File: config.mk
export PLATFORM = sky130hd
export DESIGN_NAME = varint_byte_decoder
export DESIGN_NICKNAME = d
export VERILOG_FILES = /design/src/rtl/varint_dec_pkg.sv /design/src/rtl/varint_dec_ctrl.sv /design/src/rtl/varint_dec_datapath.sv /design/src/rtl/varint_byte_decoder.sv
export SDC_FILE = /design/constraint.sdc
export NUM_CORES = 1
export LEC_CHECK = 0
export ABC_CLOCK_PERIOD_IN_PS = 6610
export BUFFER_PORTS_ARGS = -buffer_cell sky130_fd_sc_hd__buf_2
export CORE_ASPECT_RATIO = 1.75
export CORE_UTILIZATION = 42
export DETAILED_ROUTE_END_ITERATION = 8
export RECOVER_POWER = 50
export SLEW_MARGIN = 20
export SYNTH_ARGS = -nofsm -noshare
export SYNTH_HDL_FRONTEND = slang
export SYNTH_SLANG_ARGS = --single-unit
File: constraint.sdc
create_clock -name clk -period 6.61 [get_ports clk]
set_clock_uncertainty 0.05 [all_clocks]
set_input_delay 0 -clock clk [delete_from_list [all_inputs] [get_ports clk]]
set_output_delay 0 -clock clk [all_outputs]
set_load 0.005 [all_outputs]
File: src/rtl/varint_dec_pkg.sv
package varint_dec_pkg;
  localparam int VALUE_W   = 64;
  localparam int GROUP_W   = 7;
  localparam int MAX_BYTES = (VALUE_W + GROUP_W - 1) / GROUP_W;
  localparam int TAIL_W    = VALUE_W - GROUP_W * (MAX_BYTES - 1);
  localparam int IDX_W     = $clog2(MAX_BYTES);
  localparam int LEN_W     = $clog2(MAX_BYTES + 1);

  typedef struct packed {
    logic             load;    // accept payload into slice idx
    logic             finish;  // terminating byte: publish and clear
    logic             drop;    // malformed code: clear, publish nothing
    logic [IDX_W-1:0] idx;     // slice number of current byte
  } decCtrl_t;
endpackage

File: src/rtl/varint_dec_ctrl.sv
module varint_dec_ctrl
  import varint_dec_pkg::*;
(
  input  logic             clk,
  input  logic             rstN,
  input  logic [7:0]       inByte,
  input  logic             inValid,
  output decCtrl_t         ctrl,
  output logic             outValid,
  output logic             outError,
  output logic [LEN_W-1:0] outLength
);
  logic [IDX_W-1:0] byteCnt;
  logic             moreFlag;
  logic             atLast;
  logic             tailBad;
  logic             badByte;

  assign moreFlag = inByte[7];
  assign atLast   = (byteCnt == IDX_W'(MAX_BYTES - 1));
  assign tailBad  = (inByte[GROUP_W-1:TAIL_W] != '0);
  assign badByte  = atLast && (moreFlag || tailBad);

  always_comb begin
    ctrl.idx    = byteCnt;
    ctrl.drop   = inValid && badByte;
    ctrl.load   = inValid && !badByte;
    ctrl.finish = inValid && !badByte && !moreFlag;
  end

  always_ff @(posedge clk or negedge rstN) begin
    if (!rstN) begin
      byteCnt <= '0;
    end else if (ctrl.drop || ctrl.finish) begin
      byteCnt <= '0;
    end else if (ctrl.load) begin
      byteCnt <= byteCnt + 1'b1;
    end
  end

  always_ff @(posedge clk or negedge rstN) begin
    if (!rstN) begin
      outValid  <= 1'b0;
      outError  <= 1'b0;
      outLength <= '0;
    end else begin
      outValid <= ctrl.finish;
      outError <= ctrl.drop;
      if (ctrl.finish) outLength <= LEN_W'(byteCnt) + 1'b1;
    end
  end
endmodule

File: src/rtl/varint_dec_datapath.sv
module varint_dec_datapath
  import varint_dec_pkg::*;
(
  input  logic               clk,
  input  logic               rstN,
  input  decCtrl_t           ctrl,
  input  logic [GROUP_W-1:0] payload,
  output logic [VALUE_W-1:0] outValue
);
  logic [VALUE_W-1:0] accum;
  logic [VALUE_W-1:0] merged;

  for (genvar g = 0; g < MAX_BYTES; g++) begin : g_slice
    localparam int LO = g * GROUP_W;
    localparam int W  = (VALUE_W - LO < GROUP_W) ? (VALUE_W - LO) : GROUP_W;
    always_comb begin
      if (ctrl.idx == IDX_W'(g)) merged[LO +: W] = payload[W-1:0];
      else if (ctrl.idx == '0)   merged[LO +: W] = '0;
      else                       merged[LO +: W] = accum[LO +: W];
    end
  end

  always_ff @(posedge clk or negedge rstN) begin
    if (!rstN) begin
      accum <= '0;
    end else if (ctrl.drop || ctrl.finish) begin
      accum <= '0;
    end else if (ctrl.load) begin
      accum <= merged;
    end
  end

  always_ff @(posedge clk or negedge rstN) begin
    if (!rstN) outValue <= '0;
    else if (ctrl.finish) outValue <= merged;
  end
endmodule

File: src/rtl/varint_byte_decoder.sv
module varint_byte_decoder
  import varint_dec_pkg::*;
(
  input  logic         clk,
  input  logic         rstN,
  input  logic [7:0]   inByte,
  input  logic         inValid,
  output logic [63:0]  outValue,
  output logic         outValid,
  output logic [3:0]   outLength,
  output logic         outError
);
  decCtrl_t ctrl;

  varint_dec_ctrl u_ctrl (
    .clk(clk), .rstN(rstN), .inByte(inByte), .inValid(inValid),
    .ctrl(ctrl), .outValid(outValid), .outError(outError), .outLength(outLength)
  );

  varint_dec_datapath u_dp (
    .clk(clk), .rstN(rstN), .ctrl(ctrl), .payload(inByte[GROUP_W-1:0]),
    .outValue(outValue)
  );
endmodule

### Word level (Yosys, flattened, before mapping)

Index checks and enable logic that the tools add are counted.

| cells by class | value |
|---|---|
| reduce and logical (&&, ||, !) cells | 11 |
| eq/ne operators | 9 |
| $add $sub $neg | 1 |
| muxes and demuxes | 23 |

Operators by type and width:

| operator | count |
|---|---|
| 2-to-1 mux 64 bit | 2 |
| 2-to-1 mux 7 bit | 17 |
| equality test 4 x 3 -> 1 bit (second input constant) | 4 |
| equality test 4 x 2 -> 1 bit (second input constant) | 2 |
| equality test 4 bit (second input constant) | 2 |
| 2-to-1 mux 4 bit | 2 |
| nonzero test 6 bit | 1 |
| adder 4 x 1 -> 4 bit (second input constant) | 1 |
| equality test 4 x 1 -> 1 bit (second input constant) | 1 |
| logical AND 1 bit | 4 |
| logical NOT 4 bit | 1 |
| logical NOT 1 bit | 2 |
| logical OR 1 bit | 2 |
| 2-to-1 mux 1 bit | 2 |
| nonzero test 2 bit | 1 |

| storage, ports and cells | value |
|---|---|
| bits in registers | 138 |
| word-level logic and storage cells | 50 |
| input bits | 11 |
| output and inout bits | 70 |

### Logic depth before layout (Yosys ltp)

| logic depth | value |
|---|---|
| depth in word-level cells | 8 |
| depth in mapped cells | 9 |
| gate-level depth less buffers | 6 |

### Cells and area by module

A second synthesis with hierarchy kept.

| second synthesis, totals | value |
|---|---|
| cell total of the unflattened synthesis | 567 |
| area, all modules | 6247.2 sq um |

By module, submodules not included:

| module | area each (sq um) | sequential area each (sq um) | cells an instance | instances |
|---|---|---|---|---|
| varint_dec_datapath | 5729.2 | 3203.1 | 520 | 1 |
| varint_dec_ctrl | 518.0 | 250.2 | 47 | 1 |

### Least setup slack after synthesis

No wires, ideal clock.

| timing path | value |
|---|---|
| kind | register -> register |
| start point | register u_ctrl.byteCnt[1] |
| end point | register u_dp.outValue[13] |
| stages on the path, launching flop included | 10 |
| buffers on the path | 3 |
| data required time | 6.433 ns |
| arrival time | 1.914 ns |
| path slack | 4.519 ns |
| period minus slack after synthesis | 2.091 ns |
| setup time | 0.127 ns |
| cells stage by stage | dfrtp_1 -> inv_1 -> ha_1 -> buf_2 -> nand3b_1 -> a21oi_1 -> nor3b_2 -> buf_4 -> buf_6 -> mux2_1 |

RTL lines:

| element | line | source |
|---|---|---|
| start: declaration | varint_dec_ctrl.sv:13 | `logic [IDX_W-1:0] byteCnt;` |
| start signal: assignment | varint_dec_ctrl.sv:37 | `byteCnt <= byteCnt + 1'b1;` |
| end signal: assignment | varint_dec_datapath.sv:35 | `else if (ctrl.finish) outValue <= merged;` |
| end: declaration | varint_dec_datapath.sv:8 | `output logic [VALUE_W-1:0] outValue` |

==> flow_summary.json <==
{
  "status": "finished with violations",
  "violations": "max-capacitance violations, max-slew violations",
  "mostFrequentLayoutCells": "138 x dfrtp_1, 82 x a22o_1, 66 x mux2_2",
  "routedWlPerCell_um": 20.5,
  "grt_pass1_wl_um": 25500,
  "syn_to_final_growth_pct": 18.1,
  "peakVddDrop_uv": 194,
  "p_per_area_nw_per_um2": 304,
  "syn_area_um2": 6260,
  "startpoint": "rstN",
  "cts_buffer_depth": 2,
  "numPortBuffers": 80,
  "synthTopCellsByArea": "dfrtp_1 55%, mux2_2 12%, a22o_1 11%",
  "drt_pass1_iterations": 5,
  "tightestPinTransition_ns": 3.23,
  "clkLatencyLatePin_ns": 0.42,
  "vias": 4528,
  "cts-resized-gates": 0,
  "period_share_pct": 48.6,
  "antenna_cells": 0,
  "finalCriticalPeriod_ns": 3.21,
  "fmax_mhz": 311,
  "rsz0062_at_grt": "false",
  "synth_top_area_share_pct": 55.2,
  "rows": 58,
  "placed_cells": 741,
  "seq_area_frac_synth_pct": 55.2,
  "critical_path.max_fanout": 79,
  "dpl.hpwl_um": 10300,
  "ant_nets": 0,
  "gp_congestion": 0.820,
  "layout-drive-gt1-share_pct": 27.0,
  "drtIter0Drc": 343,
  "maxCapViolations": 1,
  "final_core_util_pct": 51.2,
  "worstSetupStartpointType": "input port",
  "hold_buffers": 3,
  "start_util_pct": 43.3,
  "instances_no_fill": 776,
  "die-width_um": 94.3,
  "ios": 81,
  "syn-num-nets": 528,
  "cp.arrival_ns": 3.63,
  "final_common_cell": "dfrtp_1",
  "finalSetupTns_ns": 0,
  "numClockSinks": 138,
  "overflow": 0,
  "slew_headroom_pct": -115,
  "r2r_start": "u_ctrl.byteCnt[3]$_DFFE_PN0P_",
  "setup_viol_count_final": 0,
  "ys_types": 40,
  "track_usage_pct": 22.2,
  "grt_max_degree": 80,
  "antenna_found_initial": 0,
  "hp-class": "input port to register",
  "grt_pass1_vias": 4651,
  "syn-mean-instance-area_um2": 12.2,
  "ys_seq_elements": 138,
  "cts-buffers-inserted": 17,
  "synth_area_leader_cell": "dfrtp_1",
  "via_per_inst": 5.84,
  "routed_wl_um": 15900,
  "cts_setup_buffers": 0,
  "cts_root_buffer": "clkbuf_16",
  "hold_viol": 0,
  "leakagePower_nw": 3.51,
  "fin_total_pwr_mw": 2.24,
  "crit_required_ns": 7.03,
  "final.setup.worst_slack_ns": 3.40,
  "htreeDepth": 4,
  "die_h_um": 163,
  "synthCells": 513,
  "pre_cts_ws_ns": 4.12,
  "n_fill_cell": 1329,
  "slew_violations": 61,
  "fin_nets": 598,
  "cts_tree": "done",
  "crit_type": "input port to async pin",
  "clk_pin_slew_ns": 0.06,
  "die-area_um2": 15400,
  "hp-start": "inByte[0]",
  "core_um2": 14400,
  "cp-end-kind": "async pin",
  "drc": 0,
  "ys_warn_count": 0
}
-- critical path: stages --
cell and delay [ns]:
dlygate4sd3_1 0.52, clkbuf_1 2.27, buf_6 0.73
-- area by class of cell --
cell class,count,area (um^2),area share (%)
inverter,16,60.1,0.813
timing repair buffer,87,434,5.88
clock inverter,13,175,2.37
clock buffer,19,443,5.99
multi-input combinational,323,2600,35.2
sequential,138,3450,46.7
tap,180,225,3.05
-- synthesized netlist by cell type --
cell and n:
nor4_2 2, o22ai_1 8, a22o_1 82, nor3b_1 1, clkinv_1 3, nor2_1 2
nand3_1 4, nand3b_1 1, nor3b_2 1, xnor2_1 1, buf_4 1, mux2_2 66
buf_2 8, dfrtp_1 138, nor3_1 5, mux2_1 8, and2_1 4, and2_0 1
a32o_1 1, o21ai_1 8, nand2b_1 2, o21a_1 1, ha_1 4, nand2_1 46
a211oi_1 2, buf_6 1, o2bb2ai_1 36, clkbuf_1 21, nand4_1 1, clkbuf_2 1
xor2_1 1, inv_1 13, mux2i_1 3, nor2b_1 4, o31ai_1 1, buf_1 4
a21oi_1 4, and3_1 1, a2bb2oi_1 1, o21ai_0 21
-- worst paths after layout --
kind	endpoint	cells after the start	slack, ns
setup / recovery	u_dp.accum[47]$_DFFE_PN0P_	3	3.40
hold / removal	u_dp.accum[0]$_DFFE_PN0P_	2	0.03
setup reg to reg	u_dp.outValue[55]$_DFFE_PN0P_	5	4.07
hold reg to reg	u_dp.outValue[15]$_DFFE_PN0P_	1	0.43
max in group clk	u_dp.outValue[55]$_DFFE_PN0P_	5	4.07
min in group asynchronous	u_dp.outValue[25]$_DFFE_PN0P_	2	1.15
-- power by group --
part	switching [mW]	leakage (nW)	internal, mW
Clock	0.365	0.306	0.638
Combinational	0.192	1.31	0.117
Sequential	0.0305	1.89	0.901
-- per-stage QoR --
step                hold WS, ns  cell area (um^2)
finish                   0.0308              7390
global route             0.0356              7390
CTS                      0.0224              7420
detailed placement      -0.0411              6770
global placement        -0.0538              6770
floorplan                -0.346              6260
-- registers in the layout (all words and copies together) (netlist names) --
name and count:
u_dp.accum 64, u_dp.outValue 64, u_ctrl.byteCnt 4, u_ctrl.outLength 4
u_ctrl.outError 1, u_ctrl.outValid 1
-- per-layer routing --
metal	part of all wire, %	vias to the layer above	track usage [%]
li1	-	2054	-
met1	41	2286	28.2
met2	52	160	36.7
met3	5.0	28	4.14
met4	2.8	0	9.72
met5	0	-	0
-- cell families (layout without fill, tap and decap cells) --
group | Yosys count | count (layout) | synth area share [%]
multiplexers | 77 | 77 | 13.8
buffers and inverters | 52 | 135 | 3.48
AND/OR/NAND/NOR | 75 | 75 | 5.74
adder cells (fa/ha/maj) | 4 | 4 | 0.800
AO/OA/AOI/OAI | 165 | 165 | 20.7
XOR/XNOR | 2 | 2 | 0.280
flip-flops | 138 | 138 | 55.2
Note: power is estimated with default switching activity, not from simulation.
